$ cat config.mk
export PLATFORM = sky130hd
export DESIGN_NAME = wallace_mul16
export DESIGN_NICKNAME = d
export VERILOG_FILES = /design/src/rtl/wtm_pkg.sv /design/src/rtl/wtm_cells.sv /design/src/rtl/wtm_ctr.sv /design/src/rtl/wtm_csa_stage.sv /design/src/rtl/wtm_cpa.sv /design/src/rtl/wallace_mul16.sv
export SDC_FILE = /design/constraint.sdc
export NUM_CORES = 1
export LEC_CHECK = 0
export BUFFER_PORTS_ARGS = -buffer_cell sky130_fd_sc_hd__buf_2
export CORE_MARGIN = 5
export CORE_UTILIZATION = 30
export DETAILED_ROUTE_END_ITERATION = 8
export PLACE_DENSITY = 0.5
export RECOVER_POWER = 50
export SLEW_MARGIN = 20
export SYNTH_ARGS = -nofsm -noshare
export SYNTH_HDL_FRONTEND = slang
export SYNTH_SLANG_ARGS = --single-unit
$ cat constraint.sdc
create_clock -name vclk -period 32.5
set_clock_uncertainty 0.05 [all_clocks]
set_input_delay 1.625 -clock vclk [all_inputs]
set_output_delay 1.625 -clock vclk [all_outputs]
set_load 0.05 [all_outputs]
$ cat src/rtl/wtm_pkg.sv
`timescale 1ns/1ps
package wtm_pkg;

    parameter int OP_W   = 16;
    parameter int PROD_W = 2 * OP_W;
    parameter int PP_H   = OP_W;

    // group sizes of each carry-save stage (0 = group absent)
    parameter int S1_G0 = 7;
    parameter int S1_G1 = 5;
    parameter int S1_G2 = 4;
    parameter int S2_G0 = 6;
    parameter int S2_G1 = 3;
    parameter int S2_G2 = 0;
    parameter int S3_G0 = 5;
    parameter int S3_G1 = 0;
    parameter int S3_G2 = 0;

    // number of count bits a counter of n inputs returns
    function automatic int ctr_w(input int n);
        if (n == 0) return 0;
        return (n <= 3) ? 2 : 3;
    endfunction

    // first input slot of group g
    function automatic int grp_off(input int g0, input int g1, input int g2, input int g);
        int gs [3];
        int acc;
        gs = '{g0, g1, g2};
        acc = 0;
        for (int k = 0; k < g; k++) acc += gs[k];
        return acc;
    endfunction

    // first output slot of group g
    function automatic int out_base(input int g0, input int g1, input int g2, input int g);
        int gs [3];
        int acc;
        gs = '{g0, g1, g2};
        acc = 0;
        for (int k = 0; k < g; k++) acc += ctr_w(gs[k]);
        return acc;
    endfunction

    // index of group g among the three-output groups
    function automatic int idx3(input int g0, input int g1, input int g2, input int g);
        int gs [3];
        int acc;
        gs = '{g0, g1, g2};
        acc = 0;
        for (int k = 0; k < g; k++) if (ctr_w(gs[k]) == 3) acc++;
        return acc;
    endfunction

    function automatic int n_groups(input int g0, input int g1, input int g2);
        return int'(g0 > 0) + int'(g1 > 0) + int'(g2 > 0);
    endfunction

    function automatic int n_three(input int g0, input int g1, input int g2);
        return int'(ctr_w(g0) == 3) + int'(ctr_w(g1) == 3) + int'(ctr_w(g2) == 3);
    endfunction

    function automatic int stage_h(input int g0, input int g1, input int g2);
        return ctr_w(g0) + ctr_w(g1) + ctr_w(g2);
    endfunction

    parameter int H1 = stage_h(S1_G0, S1_G1, S1_G2);
    parameter int H2 = stage_h(S2_G0, S2_G1, S2_G2);
    parameter int H3 = stage_h(S3_G0, S3_G1, S3_G2);

endpackage

$ cat src/rtl/wtm_cells.sv
`timescale 1ns/1ps
module wtm_ha (
    input  logic x,
    input  logic y,
    output logic s,
    output logic co
);
    assign s  = x ^ y;
    assign co = x & y;
endmodule

module wtm_fa (
    input  logic x,
    input  logic y,
    input  logic z,
    output logic s,
    output logic co
);
    assign s  = x ^ y ^ z;
    assign co = (x & y) | (z & (x ^ y));
endmodule

$ cat src/rtl/wtm_ctr.sv
`timescale 1ns/1ps
module wtm_ctr #(
    parameter int N  = 7,
    parameter int OW = wtm_pkg::ctr_w(N)
) (
    input  logic [N-1:0]  bits,
    output logic [OW-1:0] cnt
);
    generate
        if (N == 2) begin : g_n2
            wtm_ha u_h (.x(bits[0]), .y(bits[1]), .s(cnt[0]), .co(cnt[1]));
        end else if (N == 3) begin : g_n3
            wtm_fa u_f (.x(bits[0]), .y(bits[1]), .z(bits[2]), .s(cnt[0]), .co(cnt[1]));
        end else if (N == 4) begin : g_n4
            logic sa, ka, kb;
            wtm_fa u_f0 (.x(bits[0]), .y(bits[1]), .z(bits[2]), .s(sa), .co(ka));
            wtm_ha u_h0 (.x(sa), .y(bits[3]), .s(cnt[0]), .co(kb));
            wtm_ha u_h1 (.x(ka), .y(kb), .s(cnt[1]), .co(cnt[2]));
        end else if (N == 5) begin : g_n5
            logic sa, ka, kb;
            wtm_fa u_f0 (.x(bits[0]), .y(bits[1]), .z(bits[2]), .s(sa), .co(ka));
            wtm_fa u_f1 (.x(sa), .y(bits[3]), .z(bits[4]), .s(cnt[0]), .co(kb));
            wtm_ha u_h0 (.x(ka), .y(kb), .s(cnt[1]), .co(cnt[2]));
        end else if (N == 6) begin : g_n6
            logic sa, sb, ka, kb, kc;
            wtm_fa u_f0 (.x(bits[0]), .y(bits[1]), .z(bits[2]), .s(sa), .co(ka));
            wtm_fa u_f1 (.x(bits[3]), .y(bits[4]), .z(bits[5]), .s(sb), .co(kb));
            wtm_ha u_h0 (.x(sa), .y(sb), .s(cnt[0]), .co(kc));
            wtm_fa u_f2 (.x(ka), .y(kb), .z(kc), .s(cnt[1]), .co(cnt[2]));
        end else begin : g_n7
            logic sa, sb, ka, kb, kc;
            wtm_fa u_f0 (.x(bits[0]), .y(bits[1]), .z(bits[2]), .s(sa), .co(ka));
            wtm_fa u_f1 (.x(bits[3]), .y(bits[4]), .z(bits[5]), .s(sb), .co(kb));
            wtm_fa u_f2 (.x(sa), .y(sb), .z(bits[6]), .s(cnt[0]), .co(kc));
            wtm_fa u_f3 (.x(ka), .y(kb), .z(kc), .s(cnt[1]), .co(cnt[2]));
        end
    endgenerate
endmodule

$ cat src/rtl/wtm_csa_stage.sv
`timescale 1ns/1ps
module wtm_csa_stage
    import wtm_pkg::*;
#(
    parameter int PW = 32,
    parameter int G0 = 7,
    parameter int G1 = 5,
    parameter int G2 = 4,
    parameter int H_IN  = G0 + G1 + G2,
    parameter int H_OUT = stage_h(G0, G1, G2)
) (
    input  logic [PW-1:0][H_IN-1:0]  col_in,
    output logic [PW-1:0][H_OUT-1:0] col_out,
    output logic                     spill
);
    localparam int NG = n_groups(G0, G1, G2);
    localparam int N3 = n_three(G0, G1, G2);
    localparam int GS [3] = '{G0, G1, G2};

    logic [PW-1:0][NG-1:0] s0;
    logic [PW-1:0][NG-1:0] s1;
    logic [PW-1:0][N3-1:0] s2;

    generate
        for (genvar c = 0; c < PW; c++) begin : g_col
            for (genvar g = 0; g < NG; g++) begin : g_grp
                localparam int N   = GS[g];
                localparam int OFF = grp_off(G0, G1, G2, g);
                localparam int OB  = out_base(G0, G1, G2, g);
                localparam int OW  = ctr_w(N);
                localparam int I3  = idx3(G0, G1, G2, g);
                if (OW == 3) begin : g_w3
                    wtm_ctr #(.N(N)) u_ctr (
                        .bits(col_in[c][OFF +: N]),
                        .cnt ({s2[c][I3], s1[c][g], s0[c][g]})
                    );
                    if (c >= 2) begin : g_b2
                        assign col_out[c][OB+2] = s2[c-2][I3];
                    end else begin : g_b2z
                        assign col_out[c][OB+2] = 1'b0;
                    end
                end else begin : g_w2
                    wtm_ctr #(.N(N)) u_ctr (
                        .bits(col_in[c][OFF +: N]),
                        .cnt ({s1[c][g], s0[c][g]})
                    );
                end
                assign col_out[c][OB] = s0[c][g];
                if (c >= 1) begin : g_b1
                    assign col_out[c][OB+1] = s1[c-1][g];
                end else begin : g_b1z
                    assign col_out[c][OB+1] = 1'b0;
                end
            end
        end
    endgenerate

    // count bits whose weight would fall beyond the top column
    assign spill = (|s1[PW-1]) | (|s2[PW-1]) | (|s2[PW-2]);

endmodule

$ cat src/rtl/wtm_cpa.sv
`timescale 1ns/1ps
module wtm_cpa #(
    parameter int PW = 32
) (
    input  logic [PW-1:0][2:0] rows,
    output logic [PW-1:0]      sum,
    output logic               spill
);
    logic [PW-1:0] hs;
    logic [PW-1:0] hk;
    logic [PW-1:0] y;
    logic [PW-1:0] rc;

    generate
        for (genvar c = 0; c < PW; c++) begin : g_row
            wtm_fa u_fa (.x(rows[c][0]), .y(rows[c][1]), .z(rows[c][2]),
                         .s(hs[c]), .co(hk[c]));
        end
    endgenerate

    assign y     = {hk[PW-2:0], 1'b0};
    assign rc[0] = 1'b0;
    assign spill = hk[PW-1];

    generate
        for (genvar i = 0; i < PW - 1; i++) begin : g_rip
            wtm_fa u_fa (.x(hs[i]), .y(y[i]), .z(rc[i]), .s(sum[i]), .co(rc[i+1]));
        end
    endgenerate

    assign sum[PW-1] = hs[PW-1] ^ y[PW-1] ^ rc[PW-1];

endmodule

$ cat src/rtl/wallace_mul16.sv
`timescale 1ns/1ps
module wallace_mul16
    import wtm_pkg::*;
(
    input  logic [OP_W-1:0]   op_a,
    input  logic [OP_W-1:0]   op_b,
    output logic [PROD_W-1:0] product
);
    logic [PROD_W-1:0][PP_H-1:0] pp;
    logic [PROD_W-1:0][H1-1:0]   st1;
    logic [PROD_W-1:0][H2-1:0]   st2;
    logic [PROD_W-1:0][H3-1:0]   st3;
    logic spill1, spill2, spill3, spill_cpa;
    logic tree_spill;

    // partial products: slot i of column c holds a[i] & b[c-i]
    generate
        for (genvar c = 0; c < PROD_W; c++) begin : g_ppc
            for (genvar i = 0; i < PP_H; i++) begin : g_ppi
                if ((c - i >= 0) && (c - i < OP_W)) begin : g_on
                    assign pp[c][i] = op_a[i] & op_b[c-i];
                end else begin : g_off
                    assign pp[c][i] = 1'b0;
                end
            end
        end
    endgenerate

    wtm_csa_stage #(.PW(PROD_W), .G0(S1_G0), .G1(S1_G1), .G2(S1_G2)) u_st1 (
        .col_in(pp), .col_out(st1), .spill(spill1)
    );
    wtm_csa_stage #(.PW(PROD_W), .G0(S2_G0), .G1(S2_G1), .G2(S2_G2)) u_st2 (
        .col_in(st1), .col_out(st2), .spill(spill2)
    );
    wtm_csa_stage #(.PW(PROD_W), .G0(S3_G0), .G1(S3_G1), .G2(S3_G2)) u_st3 (
        .col_in(st2), .col_out(st3), .spill(spill3)
    );
    wtm_cpa #(.PW(PROD_W)) u_cpa (
        .rows(st3), .sum(product), .spill(spill_cpa)
    );

    assign tree_spill = spill1 | spill2 | spill3 | spill_cpa;

endmodule

==> key figures <==
Outcome
  – Status: finished, final reports clean

Yosys
  – Mapped Area: 8570 um^2
  – Warnings from Yosys: 0
  – Synth area leader: fa_1
  – Area share of the largest cell type after synthesis: 0.519
  – Count of cell types in the netlist: 9
  – Syn avg cell area: 10.0 um^2
  – Mapped Nets: about 1,200
  – Seq/Total Area, Yosys: 0
  – Syn Inst Count: 854
  – Synth area leaders: fa_1, ha_1, and2_1

Min path
  – Min-delay worst type: in -> out

Drt
  – Initial DRT Pass Iterations: 4
  – Vias per cell: about 4.3
  – Routed vias: 5,268
  – Routed len/inst: 14.6 um
  – Routed Antenna Nets: 0
  – Final routed DRC violation total: 0
  – 1st-iter DRT viols: 148
  – Final wirelength: 17.9 mm

Clock network
  – Number of hold buffers added after cts: 0
  – Post-CTS Resized: 0
  – Setup repair bufs after CTS: 0

GRT
  – GRT Util Overall: 0.118
  – First-pass GRT wire length: about 30 mm
  – GRT Residual Overflow: 0
  – Vias in the first global route: approximately 5,800
  – Initial antenna violation count: 1
  – Largest net degree at the start of global routing: 17

Critical path
  – Crit-path most repeated cell: fa_1
  – CP max stage delay: 0.63 ns
  – Critical path class: in -> out
  – Critical Path RT: 30.82 ns
  – Critical Path Sink Type: output pin
  – Startpoint types: input port
  – Crit path DAT: 14.62 ns
  – Slowest-stage cell, CP: clkbuf_1
  – Crit Path Max Fanout: 16

Cells and area
  – Finished Cell Area: 8810 um^2
  – FF+latch count: 0
  – Register Area: 0 um^2
  – Clock buf count: 0
  – Area Overhead vs Synth: 2.85%
  – Final nets: 1,238
  – Diodes inserted: 0
  – Fraction of layout cells with a size suffix above 1: 0.0667

STA
  – Final hold vios: 0
  – Sum of negative setup slack: 0 ns
  – Setup ws final: 16.20 ns
  – Max Slew Vio Count: 0
  – Worst-margin pin slew: 0.869 ns
  – Tmin final: 16.30 ns
  – Count of final setup violators: 0
  – Slew headroom: 0.421
  – Fmax: 0.0614 GHz
  – Unrepaired setup endpoints after global routing: no
  – Period utilisation layout: 0.502

Placed design
  – GP Congestion: 0.757
  – DP HPWL: 15.4 mm
  – Dpl cell area: 8830 um^2
  – Port Buf Inserts: 64
  – Setup Slack @ Placement: 16.23 ns

Floorplanning
  – Die area: approximately 32,000 um^2
  – Rows: 61
  – Die width: approximately 180 um
  – I/O pin cnt: 64
  – Initial core utilization: 0.306
  – Core Area: 28,000 um^2
  – Die Y: 179 um

Flow run
  – Max-cap viol count: 0
cell type report:
cell class	instances	area, um^2
Tap cell	378	473
Fill cell	3010	19200
Multi-Input combinational cell	606	7350
Timing Repair Buffer	64	300
Inverter	185	694
worst paths after layout:
path	startpoint	endpoint	slack, ns	depth (start not counted)
max	op_b[2]	product[31]	16.20	41
min	op_a[0]	product[0]	3.75	3
per-layer routing:
metal,vias to the layer above,track usage,share of wire
li1,2448,-,-
met1,2752,0.163,0.44
met2,62,0.218,0.53
met3,4,0.00337,0.026
met4,2,0.00416,0.0027
met5,-,0,0.00072
Yosys cell counts, drive strengths merged:
cell type and n:
xor3 1, inv 185, ha 127, and2 127
nand2 129, fa 222, buf 63
cell usage in the layout (no fill, tap or decap):
cell,n
inv_1,185
clkbuf_1,16
and2_2,9
xor3_1,1
and2_1,118
nand2_1,129
ha_1,127
fa_1,222
buf_2,48
critical path, delay by kind of cell:
kind / cells / cell delay (ns)
AND/OR/NAND/NOR: 1 / 0.17
XOR/XNOR: 1 / 0.39
buffers and inverters: 8 / 1.27
adder cells (fa/ha/maj): 31 / 11.13
through the flow:
step / std cells / utilization / hold WS [ns]
after floorplan: 854 / - / 3.59
after global placement: 1233 / 0.315 / 3.75
after detailed placement: 1233 / 0.315 / 3.76
after CTS: 1233 / 0.315 / 3.76
after global routing: 1233 / 0.315 / 3.78
final: 1233 / 0.315 / 3.75
kinds of logic after synthesis:
group	count (synthesis)	share of synthesized area
buf+inv	248	0.143
xor+xnor	1	0.00277
fa+ha+maj	349	0.704
simple gates	256	0.151
Power is not shown: default switching activity piles up to over one toggle a cycle in this logic, so the estimate is an artifact.
